===== src/rtl/lr_pkg.sv =====
// Shared types for the lockout recovery port.
// Assumes: nothing; declarations only.
package lr_pkg;
    typedef enum logic [3:0] {
        S_TLR, S_RTI, S_SEL_DR, S_CAP_DR, S_SH_DR, S_EX1_DR, S_PAU_DR, S_EX2_DR,
        S_UPD_DR, S_SEL_IR, S_CAP_IR, S_SH_IR, S_EX1_IR, S_PAU_IR, S_EX2_IR, S_UPD_IR
    } tap_state_t;

    typedef enum logic [1:0] {
        SQ_IDLE, SQ_REQ, SQ_GAP
    } seq_state_t;
endpackage


===== src/rtl/lr_tap_fsm.sv =====
// Sixteen-state test port controller clocked by TCK.
// Assumes: trst_n is synchronous to tck and active low.
module lr_tap_fsm
    import lr_pkg::*;
(
    input  logic       tck,
    input  logic       trst_n,
    input  logic       tms,
    output tap_state_t state
);
    tap_state_t nxt;

    // Next-state decode from the current state and TMS.
    always_comb begin
        unique case (state)
            S_TLR:    nxt = tms ? S_TLR    : S_RTI;
            S_RTI:    nxt = tms ? S_SEL_DR : S_RTI;
            S_SEL_DR: nxt = tms ? S_SEL_IR : S_CAP_DR;
            S_CAP_DR: nxt = tms ? S_EX1_DR : S_SH_DR;
            S_SH_DR:  nxt = tms ? S_EX1_DR : S_SH_DR;
            S_EX1_DR: nxt = tms ? S_UPD_DR : S_PAU_DR;
            S_PAU_DR: nxt = tms ? S_EX2_DR : S_PAU_DR;
            S_EX2_DR: nxt = tms ? S_UPD_DR : S_SH_DR;
            S_UPD_DR: nxt = tms ? S_SEL_DR : S_RTI;
            S_SEL_IR: nxt = tms ? S_TLR    : S_CAP_IR;
            S_CAP_IR: nxt = tms ? S_EX1_IR : S_SH_IR;
            S_SH_IR:  nxt = tms ? S_EX1_IR : S_SH_IR;
            S_EX1_IR: nxt = tms ? S_UPD_IR : S_PAU_IR;
            S_PAU_IR: nxt = tms ? S_EX2_IR : S_PAU_IR;
            S_EX2_IR: nxt = tms ? S_UPD_IR : S_SH_IR;
            S_UPD_IR: nxt = tms ? S_SEL_DR : S_RTI;
            default:  nxt = S_TLR;
        endcase
    end

    // State register with synchronous port reset.
    always_ff @(posedge tck) begin
        if (!trst_n) state <= S_TLR;
        else         state <= nxt;
    end

    AST_TRST_TO_TLR: assert property (@(posedge tck) !trst_n |=> state == S_TLR);
endmodule


===== src/rtl/lr_erase_seq.sv =====
// Erase sequencer: paces a walk over all flash blocks with a divided step
// enable and a four-phase request/acknowledge per block.
// Assumes: start is a single-cycle pulse only while idle; in_rti is the
// port's Run-Test/Idle indication; erase_ack obeys four-phase rules.
module lr_erase_seq
    import lr_pkg::*;
#(
    parameter  int DIV_W   = 7,
    parameter  int NUM_BLK = 4,
    localparam int BLK_W   = (NUM_BLK > 1) ? $clog2(NUM_BLK) : 1
) (
    input  logic             clk,
    input  logic             rst_n,
    input  logic             start,
    input  logic             in_rti,
    input  logic [DIV_W-1:0] ratio,
    input  logic             erase_ack,
    output logic             erase_req,
    output logic [BLK_W-1:0] erase_blk,
    output logic             busy,
    output logic             done_pulse
);
    seq_state_t       st;
    logic [DIV_W-1:0] cnt;
    logic             tick;
    logic             last;

    // Step enable and last-block decode.
    always_comb begin
        tick = (cnt == ratio);
        last = (erase_blk == BLK_W'(NUM_BLK - 1));
    end

    // Outputs derived from the sequencer state.
    always_comb begin
        erase_req  = (st == SQ_REQ);
        busy       = (st != SQ_IDLE);
        done_pulse = (st == SQ_GAP) && in_rti && tick && !erase_ack && last;
    end

    // Walk the blocks; abandon the walk when the port leaves Run-Test/Idle.
    always_ff @(posedge clk) begin
        if (!rst_n) begin
            st        <= SQ_IDLE;
            erase_blk <= '0;
            cnt       <= '0;
        end else if (start) begin
            st        <= SQ_REQ;
            erase_blk <= '0;
            cnt       <= '0;
        end else if (busy && !in_rti) begin
            st <= SQ_IDLE;
        end else if (busy) begin
            cnt <= tick ? '0 : cnt + DIV_W'(1);
            if (tick) begin
                case (st)
                    SQ_REQ: if (erase_ack) st <= SQ_GAP;
                    SQ_GAP: if (!erase_ack) begin
                        if (last) st <= SQ_IDLE;
                        else begin
                            erase_blk <= erase_blk + BLK_W'(1);
                            st        <= SQ_REQ;
                        end
                    end
                    default: st <= SQ_IDLE;
                endcase
            end
        end
    end

    AST_REQ_HOLD:    assert property (@(posedge clk) disable iff (!rst_n)
                         erase_req && !erase_ack && in_rti && !start |=> erase_req);
    AST_ABORT_DROPS: assert property (@(posedge clk) disable iff (!rst_n)
                         busy && !in_rti && !start |=> !erase_req);
    AST_BLK_RANGE:   assert property (@(posedge clk) disable iff (!rst_n)
                         erase_req |-> erase_blk <= BLK_W'(NUM_BLK - 1));
endmodule


===== src/rtl/lockout_recovery_tap.sv =====
// Test port with instruction/data chains, bypass path, lockout recovery
// register and the security flag. Drives the erase sequencer.
// Assumes: one clock (tck); secure_cfg reflects the flash configuration
// field and is stable while sys_rst_n is low.
module lockout_recovery_tap
    import lr_pkg::*;
#(
    parameter  int          IR_W       = 4,
    parameter  int          DIV_W      = 7,
    parameter  int          NUM_BLK    = 4,
    parameter  logic [3:0]  OP_RECOVER = 4'h5,
    localparam int          BLK_W      = (NUM_BLK > 1) ? $clog2(NUM_BLK) : 1
) (
    input  logic             tck,
    input  logic             trst_n,
    input  logic             sys_rst_n,
    input  logic             tms,
    input  logic             tdi,
    output logic             tdo,
    input  logic             secure_cfg,
    output logic             secured,
    output logic             erase_req,
    output logic [BLK_W-1:0] erase_blk,
    input  logic             erase_ack,
    output logic             erase_done
);
    localparam logic [IR_W-1:0] OP_BYPASS = '1;

    tap_state_t       state;
    logic [IR_W-1:0]  ir_sh, ir_q;
    logic [DIV_W-1:0] rec_sh, ratio_q;
    logic             byp_q, armed, sel_rec, start, busy, done_pulse, seq_rst_n;

    lr_tap_fsm u_fsm (
        .tck    (tck),
        .trst_n (trst_n),
        .tms    (tms),
        .state  (state)
    );

    // Instruction decode and start qualification.
    always_comb begin
        sel_rec   = (ir_q == IR_W'(OP_RECOVER));
        start     = armed && (state == S_RTI) && sel_rec && secured
                    && (ratio_q != '0) && !busy;
        seq_rst_n = trst_n && sys_rst_n;
    end

    // Instruction shift chain and active instruction.
    always_ff @(posedge tck) begin
        if (!trst_n || state == S_TLR) begin
            ir_sh <= '0;
            ir_q  <= OP_BYPASS;
        end else begin
            case (state)
                S_CAP_IR: ir_sh <= IR_W'(1);
                S_SH_IR:  ir_sh <= {tdi, ir_sh[IR_W-1:1]};
                S_UPD_IR: ir_q  <= ir_sh;
                default:  ;
            endcase
        end
    end

    // Data chains: bypass bit, recovery register, ratio and arming.
    always_ff @(posedge tck) begin
        if (!trst_n) begin
            byp_q   <= 1'b0;
            rec_sh  <= '0;
            ratio_q <= '0;
            armed   <= 1'b0;
        end else begin
            case (state)
                S_CAP_DR: begin
                    byp_q  <= 1'b0;
                    rec_sh <= {{(DIV_W-1){1'b0}}, erase_done};
                end
                S_SH_DR: begin
                    if (sel_rec) rec_sh <= {tdi, rec_sh[DIV_W-1:1]};
                    else         byp_q  <= tdi;
                end
                S_UPD_DR: if (sel_rec) begin
                    ratio_q <= rec_sh;
                    armed   <= 1'b1;
                end
                S_RTI, S_TLR: armed <= 1'b0;
                default: ;
            endcase
        end
    end

    // Serial output selection.
    always_comb begin
        case (state)
            S_SH_IR: tdo = ir_sh[0];
            S_SH_DR: tdo = sel_rec ? rec_sh[0] : byp_q;
            default: tdo = 1'b0;
        endcase
    end

    // Security flag sampled at system reset; sticky completion flag.
    always_ff @(posedge tck) begin
        if (!sys_rst_n) begin
            secured    <= secure_cfg;
            erase_done <= 1'b0;
        end else if (done_pulse) begin
            erase_done <= 1'b1;
        end
    end

    lr_erase_seq #(.DIV_W(DIV_W), .NUM_BLK(NUM_BLK)) u_seq (
        .clk        (tck),
        .rst_n      (seq_rst_n),
        .start      (start),
        .in_rti     (state == S_RTI),
        .ratio      (ratio_q),
        .erase_ack  (erase_ack),
        .erase_req  (erase_req),
        .erase_blk  (erase_blk),
        .busy       (busy),
        .done_pulse (done_pulse)
    );

    AST_REQ_SECURED: assert property (@(posedge tck) disable iff (!seq_rst_n)
                         erase_req |-> secured);
    AST_DONE_STICKY: assert property (@(posedge tck) disable iff (!sys_rst_n)
                         erase_done |=> erase_done);
    AST_NO_ZERO_RUN: assert property (@(posedge tck) disable iff (!seq_rst_n)
                         $rose(erase_req) |-> ratio_q != '0);
endmodule


===== config.mk =====
export PLATFORM = sky130hd
export DESIGN_NAME = lockout_recovery_tap
export DESIGN_NICKNAME = d
export VERILOG_FILES = /design/src/rtl/lr_pkg.sv /design/src/rtl/lr_tap_fsm.sv /design/src/rtl/lr_erase_seq.sv /design/src/rtl/lockout_recovery_tap.sv
export SDC_FILE = /design/constraint.sdc
export NUM_CORES = 1
export LEC_CHECK = 0
export BUFFER_PORTS_ARGS = -buffer_cell sky130_fd_sc_hd__buf_2
export CAP_MARGIN = 20
export CORE_MARGIN = 4
export CORE_UTILIZATION = 62
export CTS_BUF_LIST = sky130_fd_sc_hd__clkbuf_8
export CTS_CLUSTER_SIZE = 14
export DETAILED_ROUTE_END_ITERATION = 10
export PLACE_DENSITY_LB_ADDON = 0.08
export REMOVE_ABC_BUFFERS = 1
export SLEW_MARGIN = 30
export SYNTH_ARGS = -nofsm -noshare
export SYNTH_HDL_FRONTEND = slang
export SYNTH_SLANG_ARGS = --single-unit

===== constraint.sdc =====
create_clock -name tck -period 2.32 [get_ports tck]
set_input_delay 0.696 -clock tck [delete_from_list [all_inputs] [get_ports tck]]
set_output_delay 0.696 -clock tck [all_outputs]
set_load 0.01 [all_outputs]

==> run_results.csv, run 1 <==
group,metric,value,unit
sta,layout_setup_ws,170,ps
sta,finalSetupTns,0,ps
sta,fmax,0.465,GHz
power,combPwrFrac,9.2,%
place,dp_hpwl,3260,um
clock_tree,cts.htree.levels,2,
route,drt_iter0_markers,169,
sta,period_needed,2150,ps
floorplanning,coreArea,3340,um2
layout,antenna_cells,0,
grt,grt_use_met2,35.5,%
worst_setup_path,cp-start-kind,"flop",
grt,grt_pass1_vias,1679,
worst_setup_path,critPathArrivalTime,1450,ps
layout,fin_nets,277,
floorplanning,dieHeight,66.9,um
grt,globalRouteOverflowTotal,0,
synth,ys_seq_area_share,38.7,%
floorplanning,die_x,66.9,um
grt,use_met1,27.9,%
worst_setup_path,critPathRequiredTime,1620,ps
power,internal-power,0.993,mW
power,p_total,1.29,mW
sta,clock-skew-final,6.49,ps
synth,yosysUniqueCellTypes,45,
grt,track_usage,21.9,%
floorplanning,initial_core_util,64.4,%
route,wl_per_cell,13.9,um
clock_tree,cts.clk_slew.worst_paths,70,ps
worst_setup_path,cp-end-kind,"output pin",
run_status,status,"finished clean",
clock_tree,clk_latency,280,ps
layout,drive_above_1_share,14.0,%
min_path,hold_path.class,"flop to flop",
route,drt_drc_violations_left,0,
synth,yosysTopAreaCellShare,37.3,%
route,wirelength,4320,um
synth,ys_ff_latch,41,
grt,grt_antenna_before_repair,0,
synth,syn_avg_cell_area,8.59,um2
sta,hold_viol,0,
clock_tree,cts_buffer_depth,2,
synth,yosysMostFrequentCell,"dfxtp_1",
clock_tree,tritoncts,"yes",
synth,yosys-top-cells-count,"dfxtp_1 (40), nand2_1 (26), a21oi_1 (16), mux2i_1 (16), nand3_1 (14)",
place,dp_slack,333,ps
synth,synth_area_leaders,"dfxtp_1 (37%), mux2i_1 (7.5%), nand2_1 (4.5%)",
clock_tree,post_cts_buffers,0,
power,powerDensity,544,nW/um2
floorplanning,std_cell_rows,21,
floorplanning,die_area,4470,um2
synth,ys.warnings.count,0,
worst_setup_path,crit_type,"flop to output pin",
sta,hold_slack,462,ps
synth,syn_area,2150,um2
sta,rsz0062_at_grt,"false",
layout,multi_input_area,1210,um2
power,ir_drop,0.558,mV
worst_setup_path,critPathMaxFanout,6,
power,power_switching,0.299,mW
route,via_per_inst,5.86,
layout,seq_area,831,um2
place,finalWeightedCongestion,0.859,
synth,synth_flop_cell,"dfxtp_1",
power,clkPwrFrac,35.2,%
power,seqPwrFrac,55.5,%
clock_tree,clockRootBuffer,"clkbuf_8",
route,dr.pass1.iters,4,
synth,synth_edf_count,1,
place,port_buffers,12,
power,p_leak,0.931,nW
clock_tree,numCtsBuffers,5,
route,ant_nets,0,
grt,grt_pass1_wl,7510,um
sta,setup_viol,0,
layout,fin_util,71.1,%
synth,async_flop_share,0,%
sta,fin_crit_sh,92.7,%
grt,busiest_layer,"met2",
sta,drv_slew,0,
sta,worst_pin_slew,466,ps
power,switching_share,23.2,%
clock_tree,cts_resized,0,
route,via_count,1823,
grt,grt_max_degree,21,
layout,n_fill_cell,281,
grt,grt.met3_usage,5.40,%
synth,yosysTopAreaCell,"dfxtp_1",
run,maxCapViolations,0,
sta,slew_headroom,68.8,%
clock_tree,postCtsHoldBufs,0,
layout,area_growth,10.5,%
synth,synthCells,250,
clock_tree,numClockSinks,41,
floorplanning,io_pins,13,
cell type report:
class | count | area share, %
sequential | 41 | 35.0
clock buffer | 6 | 3.48
tap | 46 | 2.42
multi-input combinational | 184 | 51.2
timing repair buffer | 24 | 6.33
clock inverter | 1 | 0.158
inverter | 9 | 1.42
routing by layer:
layer | share of wire, % | vias to the layer above
li1 | - | 933
met3 | 2.3 | 6
met1 | 47 | 861
met2 | 49 | 23
met4 | 1.1 | 0
met5 | 0 | -
cell families after synthesis:
| family | Yosys count | share of synthesized area [%] |
|---|---|---|
| compound gates | 52 | 16.2 |
| xor+xnor | 8 | 3.26 |
| fa+ha+maj | 5 | 2.91 |
| buf+inv | 25 | 5.07 |
| flops | 41 | 38.7 |
| mux | 16 | 7.45 |
| simple gates | 103 | 26.4 |
through the flow:
| step | instance area [um2] | instances |
|---|---|---|
| global route | 2370 | 311 |
| CTS | 2370 | 311 |
| global placement | 2290 | 304 |
| detailed placement | 2290 | 304 |
| floorplan | 2070 | 234 |
| finish | 2370 | 311 |
state kept, by name, summed over array words and instances, names as in the netlist:
name and cells:
ratio_q 7, rec_sh 7, u_seq.cnt 7, ir_q 4, ir_sh 4, u_fsm.state 4, u_seq.erase_blk 2, u_seq.st 2
armed 1, byp_q 1, erase_done 1, secured 1
path summary, 6_finish.rpt:
check / from / endpoint / slack [ps] / depth (start not counted)
max: u_fsm.state[3]$_SDFF_PN0_ / tdo / 170 / 4
min: ir_sh[1]$_SDFFE_PP0P_ / ir_sh[1]$_SDFFE_PP0P_ / 460 / 2
max reg2reg: u_fsm.state[3]$_SDFF_PN0_ / u_seq.st[0]$_SDFFE_PN0P_ / 310 / 4
min reg2reg: ir_sh[1]$_SDFFE_PP0P_ / ir_sh[1]$_SDFFE_PP0P_ / 460 / 2
placed cells by master, fill, tap and decap left out, drive strengths merged, types with 5 or more instances in the layout:
cell type,instances
dfxtp,40
nand2,26
buf,24
mux2i,16
a21oi,16
nand3,14
nor2b,11
inv,10
nor3,8
xnor2,8
nor2,8
nor4,7
o21ai,7
and3,6
clkbuf,6
or4,5
ha,5
power groups by stage:
stage | clock network (mW) | logic, mW | registers [mW]
final | 0.455 | 0.120 | 0.718
after global routing | 0.507 | 0.132 | 0.718
after CTS | 0.465 | 0.119 | 0.718
after detailed placement | 0 | 0.119 | 0.734
after global placement | 0 | 0.116 | 0.734
after floorplan | 0 | 0.0580 | 0.746
worst max-delay path, cell delays in order (launching register included):
cell and delay (ps):
dfxtp_1 430, nor2b_1 190, and2_1 240, a32o_1 180, buf_2 130
(Power assumes the default switching activity.)
==> run 2, diff against run 1 <==
Settings changed: BUFFER_PORTS_ARGS -buffer_cell sky130_fd_sc_hd__buf_2 to -buffer_cell sky130_fd_sc_hd__buf_4, CORE_ASPECT_RATIO from default to 1.1.
==> run_results.csv, run 2 (same netlist as run 1, synthesis figures left out) <==
group,metric,value,unit
worst_setup_path,crit_type,"flop to output pin",
route,wirelength,4410,um
grt,track_usage,21.8,%
route,ant_nets,0,
min_path,worstHoldStart,"ir_sh[1]$_SDFFE_PP0P_",
sta,worst_pin_slew,532,ps
place,finalWeightedCongestion,0.884,
grt,grt_antenna_before_repair,0,
sta,layout_setup_ws,143,ps
place,dp_slack,273,ps
worst_setup_path,r2r-start,"u_fsm.state[3]$_SDFF_PN0_",
clock_tree,post_cts_buffers,0,
clock_tree,numCtsBuffers,5,
power,combPwrFrac,8.6,%
sta,hold_viol,0,
route,dr.pass1.iters,4,
layout,area_growth,12.5,%
worst_setup_path,cp-end-kind,"output pin",
floorplanning,io_pins,13,
route,via_count,1858,
layout,design_area,2420,um2
floorplanning,coreArea,3330,um2
power,internal-power,1.08,mW
power,ir_drop,0.565,mV
power,power_switching,0.323,mW
layout,reg_top3,"ratio_q x7, rec_sh x7, u_seq.cnt x7",
floorplanning,std_cell_rows,22,
power,switching_share,23.1,%
floorplanning,die_x,64.1,um
worst_setup_path,r2r_slack,320,ps
clock_tree,postCtsHoldBufs,0,
worst_setup_path,path_cells,"nor2b_1 -> and2_1 -> a32o_1 -> buf_4",
place,dp_cells,305,
min_path,hold_path_end,"ir_sh[1]$_SDFFE_PP0P_",
grt,globalRouteOverflowTotal,0,
power,clkPwrFrac,40.0,%
worst_setup_path,ff2ff_path_depth,4,
clock_tree,cts.htree.levels,2,
layout,antenna_cells,0,
run,maxCapViolations,0,
grt,grt_max_degree,21,
layout,fin_nets,276,
sta,rsz0062_at_grt,"false",
sta,fmax,0.459,GHz
min_path,hold_path.class,"flop to flop",
layout,drive_above_1_share,14.0,%
sta,fin_crit_sh,93.8,%
grt,grt_pass1_vias,1768,
worst_setup_path,cp-start-kind,"flop",
sta,finalSetupTns,0,ps
clock_tree,cts_resized,0,
power,p_leak,0.937,nW
sta,drv_slew,0,
clock_tree,cts_buffer_depth,2,
worst_setup_path,critPathArrivalTime,1480,ps
sta,setup_viol,0,
route,wl_per_cell,14.1,um
run_status,status,"finished clean",
clock_tree,cts.clk_slew.worst_paths,70,ps
sta,period_needed,2180,ps
layout,final_common_cell,"dfxtp_1",
sta,clock-skew-final,6.00,ps
place,port_buffers,12,
route,drt_iter0_markers,103,
place,dp_hpwl,3240,um
floorplanning,die_area,4470,um2
power,seqPwrFrac,51.3,%
clock_tree,numClockSinks,41,
layout,fin_util,72.5,%
layout,final_cell_mix,"dfxtp_1 (40), nand2_1 (26), buf_4 (23)",
floorplanning,initial_core_util,64.5,%
route,drt_drc_violations_left,0,
clock_tree,tritoncts,"yes",
worst_setup_path,critPathMaxFanout,6,
grt,grt_pass1_wl,7820,um
route,via_per_inst,5.96,
clock_tree,clockRootBuffer,"clkbuf_8",
min_path,hold_path_depth,2,
layout,fin_cells,312,
place,placed_area,2310,um2
power,powerDensity,579,nW/um2
worst_setup_path,crit_path_max_incr_delay,410,ps
clock_tree,clk_latency,300,ps
floorplanning,dieHeight,69.7,um
sta,slew_headroom,64.2,%
worst_setup_path,worst_path_max_delay_cell,"dfxtp_1",
worst_setup_path,critPathRequiredTime,1620,ps
worst_setup_path,r2r_end,"u_seq.st[0]$_SDFFE_PN0P_",
run 2: cell count changes in the layout (fill, tap and decap cells not counted), sizes merged:
cell / before / now
clkinv: 0 / 1
buf: 24 / 23
inv: 10 / 9
bufinv: 0 / 1
clkbuf: 6 / 5
run 2: area by class of cell:
type                       count  area (um2)
multi-input combinational    184        1210
sequential                    41         831
timing repair buffer          23         173
clock buffer                   5        68.8
inverter                       9        33.8
clock inverter                 2        35.0
fill                         259         915
tap                           48        60.1
run 2: how the worst max path moves through the flow:
stage	from	endpoint	slack, ps	depth (start not counted)
floorplan	u_fsm.state[2]$_SDFF_PN0_	tdo	-220	2
global placement	trst_n	u_seq.st[0]$_SDFFE_PN0P_	340	5
detailed placement	trst_n	u_seq.st[0]$_SDFFE_PN0P_	270	5
CTS	u_fsm.state[3]$_SDFF_PN0_	tdo	140	4
global route	u_fsm.state[3]$_SDFF_PN0_	tdo	30	4
finish	u_fsm.state[3]$_SDFF_PN0_	tdo	140	4
run 2: metrics by stage:
stage	power (mW)	hold WS [ps]
6_report	1.40	459
5_1_grt	1.45	506
4_1_cts	1.41	464
3_5_place_dp	0.854	457
3_3_place_gp	0.852	442
2_1_floorplan	0.804	432
run 2: power by group through the flow:
stage	Sequential, mW	Combinational, mW	Clock, mW
2_1_floorplan	0.746	0.0580	0
3_3_place_gp	0.734	0.117	0
3_5_place_dp	0.734	0.119	0
4_1_cts	0.718	0.120	0.570
5_1_grt	0.718	0.136	0.594
6_report	0.718	0.121	0.560
run 2: layer usage:
metal	share of wire (%)	wire length, um	vias to the layer above	GRT usage [%]
met3	4.2	186	10	5.83
met5	0	0	-	0
met2	49	2180	41	35.1
met4	2.9	129	0	10.8
met1	43	1910	873	26.7
li1	-	-	934	-
run 2: critical path: cells and delay by family (launching register included):
| kind | cells | cell delay, ps |
|---|---|---|
| compound gates | 1 | 200 |
| simple gates | 2 | 460 |
| flops | 1 | 410 |
| buf+inv | 1 | 120 |
==> run 3, diff against run 2 <==
Settings changed: ABC_AREA from default to 1.
==> run_results.csv, run 3 <==
group,metric,value,unit
route,wl_per_cell,11.5,um
clock_tree,clk_latency,290,ps
synth,synthCells,315,
worst_setup_path,critPathMaxFanout,9,
grt,track_usage,20.3,%
floorplanning,io_pins,13,
worst_setup_path,crit_buf_inv,2,
clock_tree,numCtsBuffers,5,
clock_tree,cts.clk_slew.worst_paths,70,ps
sta,clock-skew-final,9.63,ps
layout,final_cell_mix,"nand2_1 (77), nor2_1 (41), inv_1 (38)",
synth,synth_flop_cell,"dfxtp_1",
power,ir_drop,0.506,mV
sta,fmax,0.457,GHz
sta,finalSetupTns,0,ps
route,drt_iter0_markers,122,
layout,seq_area,835,um2
layout,reg_top3,"ratio_q x7, rec_sh x7, u_seq.cnt x7",
floorplanning,std_cell_rows,22,
clock_tree,numClockSinks,41,
synth,syn_area,2160,um2
synth,yosysMostFrequentCell,"nand2_1",
layout,final_common_cell,"nand2_1",
synth,ys.warnings.count,0,
worst_setup_path,cp-start-kind,"flop",
worst_setup_path,path_common_cell,"nand3_1",
synth,yosysUniqueCellTypes,31,
grt,grt_pass1_wl,7370,um
worst_setup_path,crit_path_max_incr_delay,360,ps
route,ant_nets,0,
worst_setup_path,critPathArrivalTime,1490,ps
worst_setup_path,path_cells,"nor2_1 -> nand2_2 -> clkinv_2 -> nand3_1 -> nand3_1 -> buf_4",
layout,fin_nets,343,
sta,fin_crit_sh,94.3,%
route,dr.pass1.iters,4,
layout,antenna_cells,0,
run_status,status,"finished clean",
sta,layout_setup_ws,131,ps
clock_tree,cts.htree.levels,2,
synth,async_flop_share,0,%
place,placed_area,2300,um2
synth,synth_area_leaders,"dfxtp_1 (37%), nand2_1 (13%), nor2_1 (7.1%)",
run,maxCapViolations,0,
place,dp_slack,263,ps
power,p_total,1.21,mW
sta,drv_slew,0,
place,finalWeightedCongestion,0.910,
place,dp_hpwl,3330,um
synth,yosysTopAreaCellShare,37.0,%
worst_setup_path,ff2ff_path_depth,10,
floorplanning,dieHeight,70.0,um
synth,yosysTopAreaCell,"dfxtp_1",
power,p_leak,1.09,nW
sta,hold_viol,0,
clock_tree,cts_buffer_depth,2,
sta,rsz0062_at_grt,"false",
worst_setup_path,crit_type,"flop to output pin",
clock_tree,clockRootBuffer,"clkbuf_8",
grt,globalRouteOverflowTotal,0,
grt,grt_max_degree,19,
floorplanning,die_x,64.3,um
synth,synth_edf_count,1,
floorplanning,initial_core_util,64.4,%
layout,fin_util,71.1,%
sta,slew_headroom,74.0,%
route,via_per_inst,5.25,
synth,syn_avg_cell_area,6.87,um2
floorplanning,coreArea,3360,um2
layout,multi_input_area,1150,um2
worst_setup_path,critical_path_cell_count,6,
floorplanning,die_area,4500,um2
synth,yosys-top-cells-count,"nand2_1 (77), nor2_1 (41), dfxtp_1 (40), inv_1 (35), a21oi_1 (25)",
layout,drive_above_1_share,13.3,%
synth,ys_ff_latch,41,
layout,area_growth,10.4,%
place,dp_cells,372,
route,wirelength,4350,um
min_path,hold_path_depth,2,
clock_tree,tritoncts,"yes",
sta,worst_pin_slew,388,ps
min_path,hold_path.class,"flop to flop",
layout,design_area,2390,um2
grt,grt_pass1_vias,1784,
layout,fin_cells,380,
sta,period_needed,2190,ps
layout,n_fill_cell,304,
route,via_count,1994,
worst_setup_path,crit_family,"simple AND/OR/NAND/NOR gates",
grt,grt_antenna_before_repair,0,
sta,setup_viol,0,
sta,hold_slack,478,ps
worst_setup_path,worst_path_max_delay_cell,"dfxtp_2",
worst_setup_path,critPathRequiredTime,1620,ps
synth,ys_seq_area_share,38.4,%
power,powerDensity,509,nW/um2
place,port_buffers,12,
worst_setup_path,cp-end-kind,"output pin",
route,drt_drc_violations_left,0,
==> run 3: final cells by class <==
cell class,count,area share (%)
clock inverter,3,0.471
multi-input combinational,227,48.3
clock buffer,5,2.88
sequential,41,34.9
tap,48,2.51
timing repair buffer,13,4.09
inverter,43,6.81
==> run 3: path summary, 6_finish.rpt <==
kind,from,endpoint,slack [ps]
max,u_fsm.state[1]$_SDFF_PN0_,tdo,130
min,ir_q[1]$_SDFFE_PP1N_,ir_q[1]$_SDFFE_PP1N_,480
max reg2reg,u_seq.st[1]$_SDFFE_PP0P_,u_seq.st[0]$_SDFFE_PN0P_,730
min reg2reg,ir_q[1]$_SDFFE_PP1N_,ir_q[1]$_SDFFE_PP1N_,480
==> run 3: layer usage <==
metal	routed length, um	share of wire (%)	GRT usage, %	vias to the layer above
met5	0	0	0	-
met4	45	1.0	6.57	0
met3	150	3.4	5.63	7
met2	2260	52	35.8	46
met1	1900	44	23.3	891
li1	-	-	-	1050
==> run 3: worst min-delay path, cell delays in order (launching register included) <==
cell and delay [ps]:
dfxtp_1 320, nand2_1 60, nand3_1 70
==> run 3: cells by family (layout without fill, tap and decap cells) <==
kind of cell	after synthesis	after routing	synth area share (%)
compound gates	53	53	13.7
xor+xnor	9	9	3.64
fa+ha+maj	5	5	2.89
buf+inv	47	64	8.27
flops	41	41	38.4
simple gates	160	160	33.1
==> run 3: timing repair <==
action,4_1_cts,5_1_grt
resized for setup,1,3
hold buffers,0,0
buffers inserted,0,0
cloned,0,0
pin swaps,0,0
endpoints found under the setup margin,1,1
==> run 3: power by group <==
part / internal [mW] / switching [mW] / leakage (nW) / total (mW)
Combinational: 0.0239 / 0.0446 / 0.702 / 0.0685
Clock: 0.201 / 0.226 / 0.0519 / 0.427
Sequential: 0.714 / 0.00609 / 0.334 / 0.720
Total: 0.938 / 0.277 / 1.09 / 1.21
